**config.mk**
```make
export PLATFORM = sky130hd
export DESIGN_NAME = dma_chan_runctl
export DESIGN_NICKNAME = d
export VERILOG_FILES = /design/src/rtl/dmarc_pkg.sv /design/src/rtl/dmarc_fifo.sv /design/src/rtl/dmarc_cfg.sv /design/src/rtl/dmarc_fsm.sv /design/src/rtl/dma_chan_runctl.sv
export SDC_FILE = /design/constraint.sdc
export NUM_CORES = 1
export LEC_CHECK = 0
export ABC_AREA = 1
export BUFFER_PORTS_ARGS = -buffer_cell sky130_fd_sc_hd__buf_2
export CAP_MARGIN = 30
export CORE_AREA = 2 2 109 111
export CTS_BUF_LIST = sky130_fd_sc_hd__clkbuf_4
export DETAILED_ROUTE_END_ITERATION = 10
export DIE_AREA = 0 0 111 113
export PLACE_DENSITY = 0.7
export RECOVER_POWER = 100
export SETUP_SLACK_MARGIN = 0.1
export SYNTH_ARGS = -nofsm -noshare
export SYNTH_HDL_FRONTEND = slang
export SYNTH_SLANG_ARGS = --single-unit
```
**constraint.sdc**
```tcl
create_clock -name clk -period 6.4 [get_ports clk]
set_input_delay 1.92 -clock clk [delete_from_list [all_inputs] [get_ports clk]]
set_output_delay 1.92 -clock clk [all_outputs]
set_load 0.05 [all_outputs]
```
**src/rtl/dmarc_pkg.sv**
```systemverilog
`timescale 1ns/1ps
package dmarc_pkg;
  typedef enum logic [1:0] {
    ST_IDLE         = 2'd0,
    ST_RUN          = 2'd1,
    ST_HALT_DRAIN   = 2'd2,
    ST_STOP_PENDING = 2'd3
  } run_state_e;

  // FIFO occupancy after one cycle of push/pop
  function automatic int occ_next(input int occ, input logic push, input logic pop);
    return occ + (push ? 1 : 0) - (pop ? 1 : 0);
  endfunction

  // states in which stored words may leave the FIFO
  function automatic logic may_drain(input run_state_e st);
    return (st == ST_RUN) || (st == ST_HALT_DRAIN);
  endfunction
endpackage

```
**src/rtl/dmarc_fifo.sv**
```systemverilog
`timescale 1ns/1ps
module dmarc_fifo #(
  parameter int DW    = 32,
  parameter int DEPTH = 4,
  localparam int PW   = (DEPTH > 1) ? $clog2(DEPTH) : 1,
  localparam int CW   = $clog2(DEPTH + 1)
) (
  input  logic          clk,
  input  logic          rst_n,
  input  logic          flush,
  input  logic          push,
  input  logic [DW-1:0] push_data,
  input  logic          pop,
  output logic [DW-1:0] pop_data,
  output logic [CW-1:0] occ,
  output logic          full,
  output logic          empty
);
  import dmarc_pkg::*;

  logic [DW-1:0] mem [DEPTH];
  logic [PW-1:0] wr_ptr, rd_ptr;

  function automatic logic [PW-1:0] adv(input logic [PW-1:0] p);
    return (p == PW'(DEPTH - 1)) ? '0 : p + 1'b1;
  endfunction

  always_ff @(posedge clk) begin
    if (!rst_n || flush) begin
      wr_ptr <= '0;
      rd_ptr <= '0;
      occ    <= '0;
    end else begin
      if (push) wr_ptr <= adv(wr_ptr);
      if (pop)  rd_ptr <= adv(rd_ptr);
      occ <= CW'(occ_next(int'(occ), push, pop));
    end
  end

  for (genvar g = 0; g < DEPTH; g++) begin : g_slot
    always_ff @(posedge clk) begin
      if (push && !flush && wr_ptr == PW'(g)) mem[g] <= push_data;
    end
  end

  assign pop_data = mem[rd_ptr];
  assign full     = (occ == CW'(DEPTH));
  assign empty    = (occ == '0);
endmodule

```
**src/rtl/dmarc_cfg.sv**
```systemverilog
`timescale 1ns/1ps
module dmarc_cfg (
  input  logic clk,
  input  logic rst_n,
  input  logic cfg_wr,
  input  logic wr_halt,
  input  logic wr_cache,
  input  logic start_evt,
  input  logic clr_evt,
  output logic en_q,
  output logic halt_q,
  output logic cache_q,
  output logic en_mirror_q
);
  always_ff @(posedge clk) begin
    if (!rst_n) begin
      en_q        <= 1'b0;
      halt_q      <= 1'b0;
      cache_q     <= 1'b0;
      en_mirror_q <= 1'b0;
    end else begin
      en_mirror_q <= en_q;
      if (clr_evt)        en_q <= 1'b0;
      else if (start_evt) en_q <= 1'b1;
      if (cfg_wr) begin
        halt_q  <= wr_halt;
        cache_q <= wr_cache;
      end
    end
  end
endmodule

```
**src/rtl/dmarc_fsm.sv**
```systemverilog
`timescale 1ns/1ps
module dmarc_fsm
  import dmarc_pkg::*;
(
  input  logic       clk,
  input  logic       rst_n,
  input  logic       cfg_wr,
  input  logic       wr_en,
  input  logic       wr_halt,
  input  logic       halt_q,
  input  logic       bus_busy,
  input  logic       hw_stop,
  output run_state_e state,
  output logic       start_evt,
  output logic       stop_done_evt,
  output logic       hw_stop_evt
);
  run_state_e nxt;
  logic eff_halt;

  assign eff_halt = cfg_wr ? wr_halt : halt_q;

  always_comb begin
    nxt           = state;
    start_evt     = 1'b0;
    stop_done_evt = 1'b0;
    hw_stop_evt   = hw_stop && (state != ST_IDLE);
    if (hw_stop_evt) begin
      nxt = ST_IDLE;
    end else begin
      unique case (state)
        ST_IDLE: begin
          if (cfg_wr && wr_en) begin
            start_evt = 1'b1;
            nxt       = wr_halt ? ST_HALT_DRAIN : ST_RUN;
          end
        end
        ST_RUN, ST_HALT_DRAIN: begin
          if (cfg_wr && !wr_en) nxt = ST_STOP_PENDING;
          else                  nxt = eff_halt ? ST_HALT_DRAIN : ST_RUN;
        end
        ST_STOP_PENDING: begin
          if (!bus_busy) begin
            stop_done_evt = 1'b1;
            nxt           = ST_IDLE;
          end
        end
        default: nxt = ST_IDLE;
      endcase
    end
  end

  always_ff @(posedge clk) begin
    if (!rst_n) state <= ST_IDLE;
    else        state <= nxt;
  end
endmodule

```
**src/rtl/dma_chan_runctl.sv**
```systemverilog
`timescale 1ns/1ps
module dma_chan_runctl #(
  parameter int DW    = 32,
  parameter int DEPTH = 4,
  localparam int CW   = $clog2(DEPTH + 1)
) (
  input  logic          clk,
  input  logic          rst_n,
  input  logic          cfg_wr,
  input  logic          cfg_wr_en,
  input  logic          cfg_wr_halt,
  input  logic          cfg_wr_cache,
  output logic          rd_enable,
  output logic          rd_halt,
  output logic          rd_active,
  output logic          chan_enabled,
  output logic          hprot_cache,
  input  logic          per_req,
  input  logic [DW-1:0] per_data,
  output logic          per_ack,
  input  logic          bus_busy,
  input  logic          lli_last_done,
  input  logic          chan_err,
  input  logic          drain_req,
  output logic          drain_valid,
  output logic [DW-1:0] drain_data
);
  import dmarc_pkg::*;

  run_state_e    state;
  logic          start_evt, stop_done_evt, hw_stop_evt, hw_stop;
  logic          flush, push, pop, full, empty;
  logic          accept_ok;
  logic [CW-1:0] occ;

  assign hw_stop = lli_last_done | chan_err;

  dmarc_fsm u_fsm (
    .clk(clk), .rst_n(rst_n), .cfg_wr(cfg_wr), .wr_en(cfg_wr_en),
    .wr_halt(cfg_wr_halt), .halt_q(rd_halt), .bus_busy(bus_busy),
    .hw_stop(hw_stop), .state(state), .start_evt(start_evt),
    .stop_done_evt(stop_done_evt), .hw_stop_evt(hw_stop_evt)
  );

  dmarc_cfg u_cfg (
    .clk(clk), .rst_n(rst_n), .cfg_wr(cfg_wr), .wr_halt(cfg_wr_halt),
    .wr_cache(cfg_wr_cache), .start_evt(start_evt),
    .clr_evt(stop_done_evt | hw_stop_evt), .en_q(rd_enable),
    .halt_q(rd_halt), .cache_q(hprot_cache), .en_mirror_q(chan_enabled)
  );

  assign accept_ok   = (state == ST_RUN) && !full && !hw_stop;
  assign per_ack     = per_req && accept_ok;
  assign drain_valid = may_drain(state) && !empty && !hw_stop;
  assign push        = per_ack;
  assign pop         = drain_req && drain_valid;
  assign flush       = start_evt | stop_done_evt | hw_stop_evt;
  assign rd_active   = !empty;

  dmarc_fifo #(.DW(DW), .DEPTH(DEPTH)) u_fifo (
    .clk(clk), .rst_n(rst_n), .flush(flush), .push(push),
    .push_data(per_data), .pop(pop), .pop_data(drain_data),
    .occ(occ), .full(full), .empty(empty)
  );
endmodule

```
==> results.md, run 1 <==
- Int Pwr: 1.42 mW
- Initial Util: 0.494
- DIE AREA: 12500 um2
- Fin Setup TNS: 0 ps
- Worst EP arrival: 3140 ps
- Mapped Nets: 477
- Global-route wire length before repair: 17000 um
- GRT Util Overall: 0.177
- Highest metal used: met4
- WHS Endpoint: u_cfg.en_mirror_q
- Total wire length: 10700 um
- Hold Fails Final Rpt: 0
- Sw Pwr: 0.409 mW
- Hold Startpoint: u_cfg.en_q
- Core area: 11300 um2
- Worst-margin pin slew: 2230 ps
- Asr flop ratio synth: 0
- Yosys top cell by area: edfxtp_1
- Clock power frac: 0.351
- Pins Over Slew Limit: 132
- Status: finished, violations left
- Setup bufs post-CTS: 0
- Clk_skew: 14.0 ps
- Critical R2R Capture: u_fifo.mem[3][24]
- Area delta synth->final: 13.8%
- Switching Share: 0.224
- Finished Layout Cells: 666
- Hold buffers post-CTS: 0
- Number of synthesized flops with an enable pin: 128
- Nets: 565
- Syn. warnings: 0
- P per Cell Area: 288 nW/um2
- DR iter-0 viols: 223
- Max-slew headroom: -0.487
- RSZ-0062 raised after global routing: false
- Sequential power share: 0.569
- Synth Area per Inst: 13.2 um2
- Met3 WL: 744 um
- Hold crit path type: flip-flop to flip-flop
- Routed via count: 3491
- Routed met2 length: 5140 um
- Synth area leaders: edfxtp_1 69%, dfxtp_1 5.4%, o21ai_0 5.4%
- Pre-antenna DRT Iters: 4
- Post_cts resized: 0
- Final instance area: 6330 um2
- Worst-path clk slew: 120 ps
- Cells after DPL: 635
- Crit end category: output port
- N_diodes: 0
- Post-DP HPWL: 6130 um
- Vias/cell: 5.24
- Clk_lat worst skew: 490 ps
- Layout cells sized above 1: 0.0841
- Power Total: 1.82 mW
- Initial antenna violation count: 0
- Main synth FF type: edfxtp_1
- Combinational Power Share: 0.080
- Drt wl/cell: 16.0 um
- Worst r2r path cells: 6
- Critical Path Start: chan_err
- R2r setup slk: 3030 ps
- Max IR drop VDD: 0.000170 V
- DRC viols: 0
- Startpoint type of the worst setup path: primary input
- Cells after synthesis: 423
- Total CTS buffers: 17
- Area fraction of the dominant cell type after synthesis: 0.691
- WHS Path Cells: 2
- Static Leakage: 2.15 nW
- Final setup fails: 0
- Vias in the first global route: 3399
- I/O pin cnt: 82
- Crit path time final: 5060 ps
- Remaining global-route overflow: 0
- Post-route ant nets: 0
- CP required: 4480 ps
- R2R Path Start: u_fsm.state[0]
- Root Driver: clkbuf_4
- CTS max path bufs: 2
- Die Y: 113 um
- Unique masters post-synth: 28
- Number of synthesized register bits: 143
- Commonest non-fill, non-tap cell in the layout: edfxtp_1
- Mapped Area: 5560 um2
- Achievable Freq: 198 MHz
- Clk sink count: 143
- Place WS: 1640 ps
- Pin count of the biggest net entering global routing: 65
- WHS: 477 ps
- Post-DP Area: 6150 um2
- Fin worst setup slack: 1340 ps
- WS Path Type: primary input to output port
- Most frequent cells in the layout: 128 x edfxtp_1, 76 x clkbuf_1, 75 x nor2_1, 60 x o21ai_0
- DIE WIDTH: 111 um
- MaxCap Viol Count: 4
- Final RePlAce weighted congestion: 0.740
- Final worst path period share: 0.790
- CP max FO: 7
- Final core utilization: 0.561
- Input/output buffers: 81
- H-Tree Level Count: 4
- TritonCTS clock tree: done
- Seq/Total Area, Yosys: 0.745
- # rows: 39
- Metal-1 WL: 4720 um
- Failing checks: max-capacitance violations, max-slew violations
[power by group through the flow]
stage / clock (mW) / sequential, mW / combinational [mW]
final: 0.641 / 1.04 / 0.145
after global routing: 0.706 / 1.04 / 0.164
after CTS: 0.658 / 1.04 / 0.163
after detailed placement: 0 / 1.06 / 0.162
after global placement: 0 / 1.06 / 0.159
after floorplan: 0 / 1.07 / 0.0979
[synth_stat cells, types with 2 or more instances]
library cell and number:
a21oi_1 9, buf_2 10, clkbuf_1 7, dfxtp_1 15, edfxtp_1 128, ha_1 10, inv_1 20, inv_2 2
nand2_1 31, nand3_1 3, nor2_1 74, nor3b_1 4, o21ai_0 60, o21ai_1 5, o22ai_1 32
[flip-flops by register name, indices dropped and copies added (netlist names), 2 cells and up, named ones only]
name           cells
u_fifo.rd_ptr      2
u_fifo.mem       128
u_fsm.state        2
u_fifo.occ         3
u_fifo.wr_ptr      2
[metal layers]
metal / up-vias / GRT usage
met3: 6 / 0.0627
met1: 1679 / 0.228
li1: 1711 / -
met4: 0 / 0.0575
met5: - / 0
met2: 95 / 0.285
[kinds of logic (layout without fill, tap and decap cells)]
logic type,count (synthesis),count (layout),synth area share
compound gates,108,108,0.107
fa+ha+maj,11,11,0.0261
simple gates,118,118,0.0886
buf+inv,42,142,0.0319
xor+xnor,1,1,0.00157
flops,143,143,0.745
[critical path, stage by stage]
cell	delay [ps]
buf_2	100
nor2_1	160
inv_1	120
nor2_4	80
nand2_1	160
inv_2	130
clkbuf_1	470
[final cells by class]
| class | instances | area [um2] |
|---|---|---|
| Fill cell | 990 | 4940 |
| Multi-Input combinational cell | 238 | 1210 |
| Clock inverter | 13 | 195 |
| Clock buffer | 18 | 135 |
| Timing Repair Buffer | 88 | 373 |
| Tap cell | 143 | 179 |
| Inverter | 23 | 88.8 |
| Sequential cell | 143 | 4150 |
[worst max path at each step]
stage	end	depth (start not counted)	slack, ps
CTS	per_ack	7	1640
finish	per_ack	7	1340
floorplan	u_fifo.mem[0][0]	5	1210
global route	per_ack	7	1190
global placement	per_ack	7	1660
detailed placement	per_ack	7	1640
Note: power is estimated with default switching activity, not from simulation.
==> run 2: changes to the inputs <==
--- a/config.mk
+++ b/config.mk
@@ -12,7 +12,7 @@
 export CTS_BUF_LIST = sky130_fd_sc_hd__clkbuf_4
 export DETAILED_ROUTE_END_ITERATION = 10
 export DIE_AREA = 0 0 111 113
-export PLACE_DENSITY = 0.7
+export PLACE_DENSITY = 0.73
 export RECOVER_POWER = 100
 export SETUP_SLACK_MARGIN = 0.1
 export SYNTH_ARGS = -nofsm -noshare
==> constraint.sdc (replaced) <==
create_clock -name clk -period 4.06 [get_ports clk]
set_input_delay 1.218 -clock clk [delete_from_list [all_inputs] [get_ports clk]]
set_output_delay 1.218 -clock clk [all_outputs]
set_load 0.05 [all_outputs]
==> run 2 against run 1 <==
Against the previous run: the run still ends with max-capacitance violations, max-slew violations left; clock-buffer cell count is 1 lower; global-route usage is 0.092 points higher; die area stayed put; wire length is 0.74% higher; final cell count is 0.30% higher; register-to-register slack worse by 2100 ps; sequential share of layout area hardly changed; largest power group unchanged.
==> results.md, run 2 (synthesis gave the netlist of run 1 again) <==
- Sequential power share: 0.590 (+0.021)
- Max reg flops: 128 (unchanged)
- DR iter-0 viols: 179 (-20%)
- Clk_skew: 14.1 ps (+0.159 ps)
- Routed via count: 3476 (-0.43%)
- Failing checks: max-capacitance violations, max-slew violations
- N_diodes: 0 (unchanged)
- Multi-input gate area: 1210 um2 (unchanged)
- CP required: 2840 ps (-1640 ps)
- Int Pwr: 2.11 mW (+49%)
- Clk_lat worst skew: 520 ps (+30 ps)
- DRC viols: 0 (unchanged)
- Post-DP Area: 6140 um2 (-0.20%)
- DIE AREA: 12500 um2 (unchanged)
- GRT Util Overall: 0.178 (+0.000920)
- Core area: 11300 um2 (unchanged)
- Global-route wire length before repair: 16900 um (-0.44%)
- Hold Fails Final Rpt: 0 (unchanged)
- I/O pin cnt: 82 (unchanged)
- Vias/cell: 5.20 (-0.73%)
- Crit path time final: 3690 ps
- Nets: 566 (+0.18%)
- CP cell instances: buf_2, nor2_1, inv_1, nor2_4, nand2_1, inv_2, clkbuf_1
- TritonCTS clock tree: done
- Clock power frac: 0.328 (-0.023)
- Hold buffers post-CTS: 0 (unchanged)
- Final setup fails: 0 (unchanged)
- Clk sink count: 143 (unchanged)
- DIE WIDTH: 111 um (unchanged)
- Worst Path Buf+Inv: 4 (unchanged)
- Post-DP HPWL: 6390 um (+4.3%)
- Filler cell count: 950 (-4.0%)
- Status: finished, violations left
- Total CTS buffers: 17 (unchanged)
- Switching Share: 0.240 (+0.0155)
- Post-route ant nets: 0 (unchanged)
- WS Path Type: primary input to output port
- Startpoint type of the worst setup path: primary input
- Die Y: 113 um (unchanged)
- Input/output buffers: 81 (unchanged)
- Final instance area: 6320 um2 (about the same)
- Drt wl/cell: 16.1 um (+0.44%)
- Delay-heaviest family, CP: buffers and inverters
- Layout cells sized above 1: 0.154 (+0.0702)
- Hold crit path type: flip-flop to flip-flop
- Area delta synth->final: 13.7% (about the same)
- P per Cell Area: 439 nW/um2 (+52%)
- Combinational Power Share: 0.082 (+0.002)
- CP max FO: 7 (unchanged)
- Critical-path top delay cell: clkbuf_1
- Post_cts resized: 0 (unchanged)
- Vias in the first global route: 3485 (+2.5%)
- Initial Util: 0.494 (unchanged)
- Max IR drop VDD: 0.000241 V (+42%)
- Final worst path period share: 0.908
- Setup bufs post-CTS: 0 (unchanged)
- Commonest non-fill, non-tap cell in the layout: edfxtp_1
- Reg with most FFs: u_fifo.mem
- Worst-path clk slew: 110 ps (about the same)
- Remaining global-route overflow: 0 (unchanged)
- # rows: 39 (unchanged)
- Most frequent cells in the layout: 128 x edfxtp_1, 75 x nor2_1, 62 x o21ai_0, 42 x clkbuf_1
- WHS: 472 ps (-5.27 ps)
- Initial antenna violation count: 0 (unchanged)
- Register area: 4150 um2 (unchanged)
- Crit end category: output port
- RSZ-0062 raised after global routing: false
- Final RePlAce weighted congestion: 0.711 (-3.8%)
- Root Driver: clkbuf_4
- Static Leakage: 2.22 nW (+3.5%)
- Pre-antenna DRT Iters: 5 (+1)
- Pin count of the biggest net entering global routing: 65 (unchanged)
- CTS max path bufs: 2 (unchanged)
- Biggest regs: u_fifo.mem: 128 flops, u_fifo.occ: 3 flops
- Worst EP arrival: 2470 ps (-670 ps)
- Total wire length: 10800 um (+0.74%)
- Sw Pwr: 0.664 mW (+63%)
- Achievable Freq: 271 MHz
- Worst path max stage delay: 470 ps (about the same)
- Pins Over Slew Limit: 33 (-75%)
- Max-slew headroom: -0.354 (+0.133)
- Worst-margin pin slew: 2030 ps (-200 ps)
- H-Tree Level Count: 4 (unchanged)
- MaxCap Viol Count: 1 (-3)
-- run 2: cell types whose count changed in the layout (fill, tap and decap cells not counted) --
cell and delta:
inv_6 +2, o21ai_1 -2, buf_16 -1, clkinvlp_4 +2
clkinv_2 +1, bufinv_16 -2, buf_4 +2, clkinv_1 -1
buf_2 +2, clkbuf_1 -34, clkbuf_4 -1, o21ai_0 +2
clkbuf_2 +32
-- run 2: cell type report --
| cell class | count | share of cell area |
|---|---|---|
| flip-flops and latches | 143 | 0.655 |
| repair buffers | 89 | 0.0637 |
| clock buffers | 17 | 0.0202 |
| well taps | 143 | 0.0283 |
| multi-input cells | 238 | 0.192 |
| inverters | 23 | 0.0140 |
| clock inverters | 15 | 0.0267 |
-- run 2: power by group through the flow --
stage | Sequential, mW | Clock (mW) | Combinational (mW)
4_1_cts | 1.64 | 0.940 | 0.254
5_1_grt | 1.64 | 1.00 | 0.257
6_report | 1.64 | 0.909 | 0.228
2_1_floorplan | 1.69 | 0 | 0.154
3_3_place_gp | 1.67 | 0 | 0.246
3_5_place_dp | 1.67 | 0 | 0.253
-- run 2: worst reg2reg max path: stages (launching register included) --
cell and delay (ps):
dfxtp_1 400, inv_1 60, ha_1 250, nand3_1 150, o211ai_1 180, nor3b_1 220, clkbuf_1 1480
-- run 2: final timing paths --
check / startpoint / end / slack [ps] / cells past startpoint
worst min-delay path: u_cfg.en_q / u_cfg.en_mirror_q / 470 / 2
worst max-delay path: chan_err / per_ack / 370 / 7
worst max register to register: u_fsm.state[0] / u_fifo.mem[2][15] / 890 / 6
worst min register to register: u_cfg.en_q / u_cfg.en_mirror_q / 470 / 2
-- run 2: routing by layer --
| layer | global-route usage | part of all wire | wire length (um) |
|---|---|---|---|
| met3 | 0.0670 | 0.067 | 722 |
| met2 | 0.289 | 0.49 | 5270 |
| met1 | 0.215 | 0.43 | 4660 |
| met5 | 0 | 0 | 0 |
| met4 | 0.0783 | 0.010 | 109 |
-- run 2: stage by stage --
stage / utilization / TNS [ps] / total power [mW] / worst slack, ps / instances
after detailed placement: 0.545 / 0 / 1.92 / 687 / 636
final: 0.561 / 0 / 2.77 / 374 / 668
after global routing: 0.561 / 0 / 2.90 / 141 / 668
after CTS: 0.571 / 0 / 2.83 / 328 / 668
after floorplan: - / -55320 / 1.84 / -432 / 423
after global placement: 0.545 / 0 / 1.92 / 725 / 636
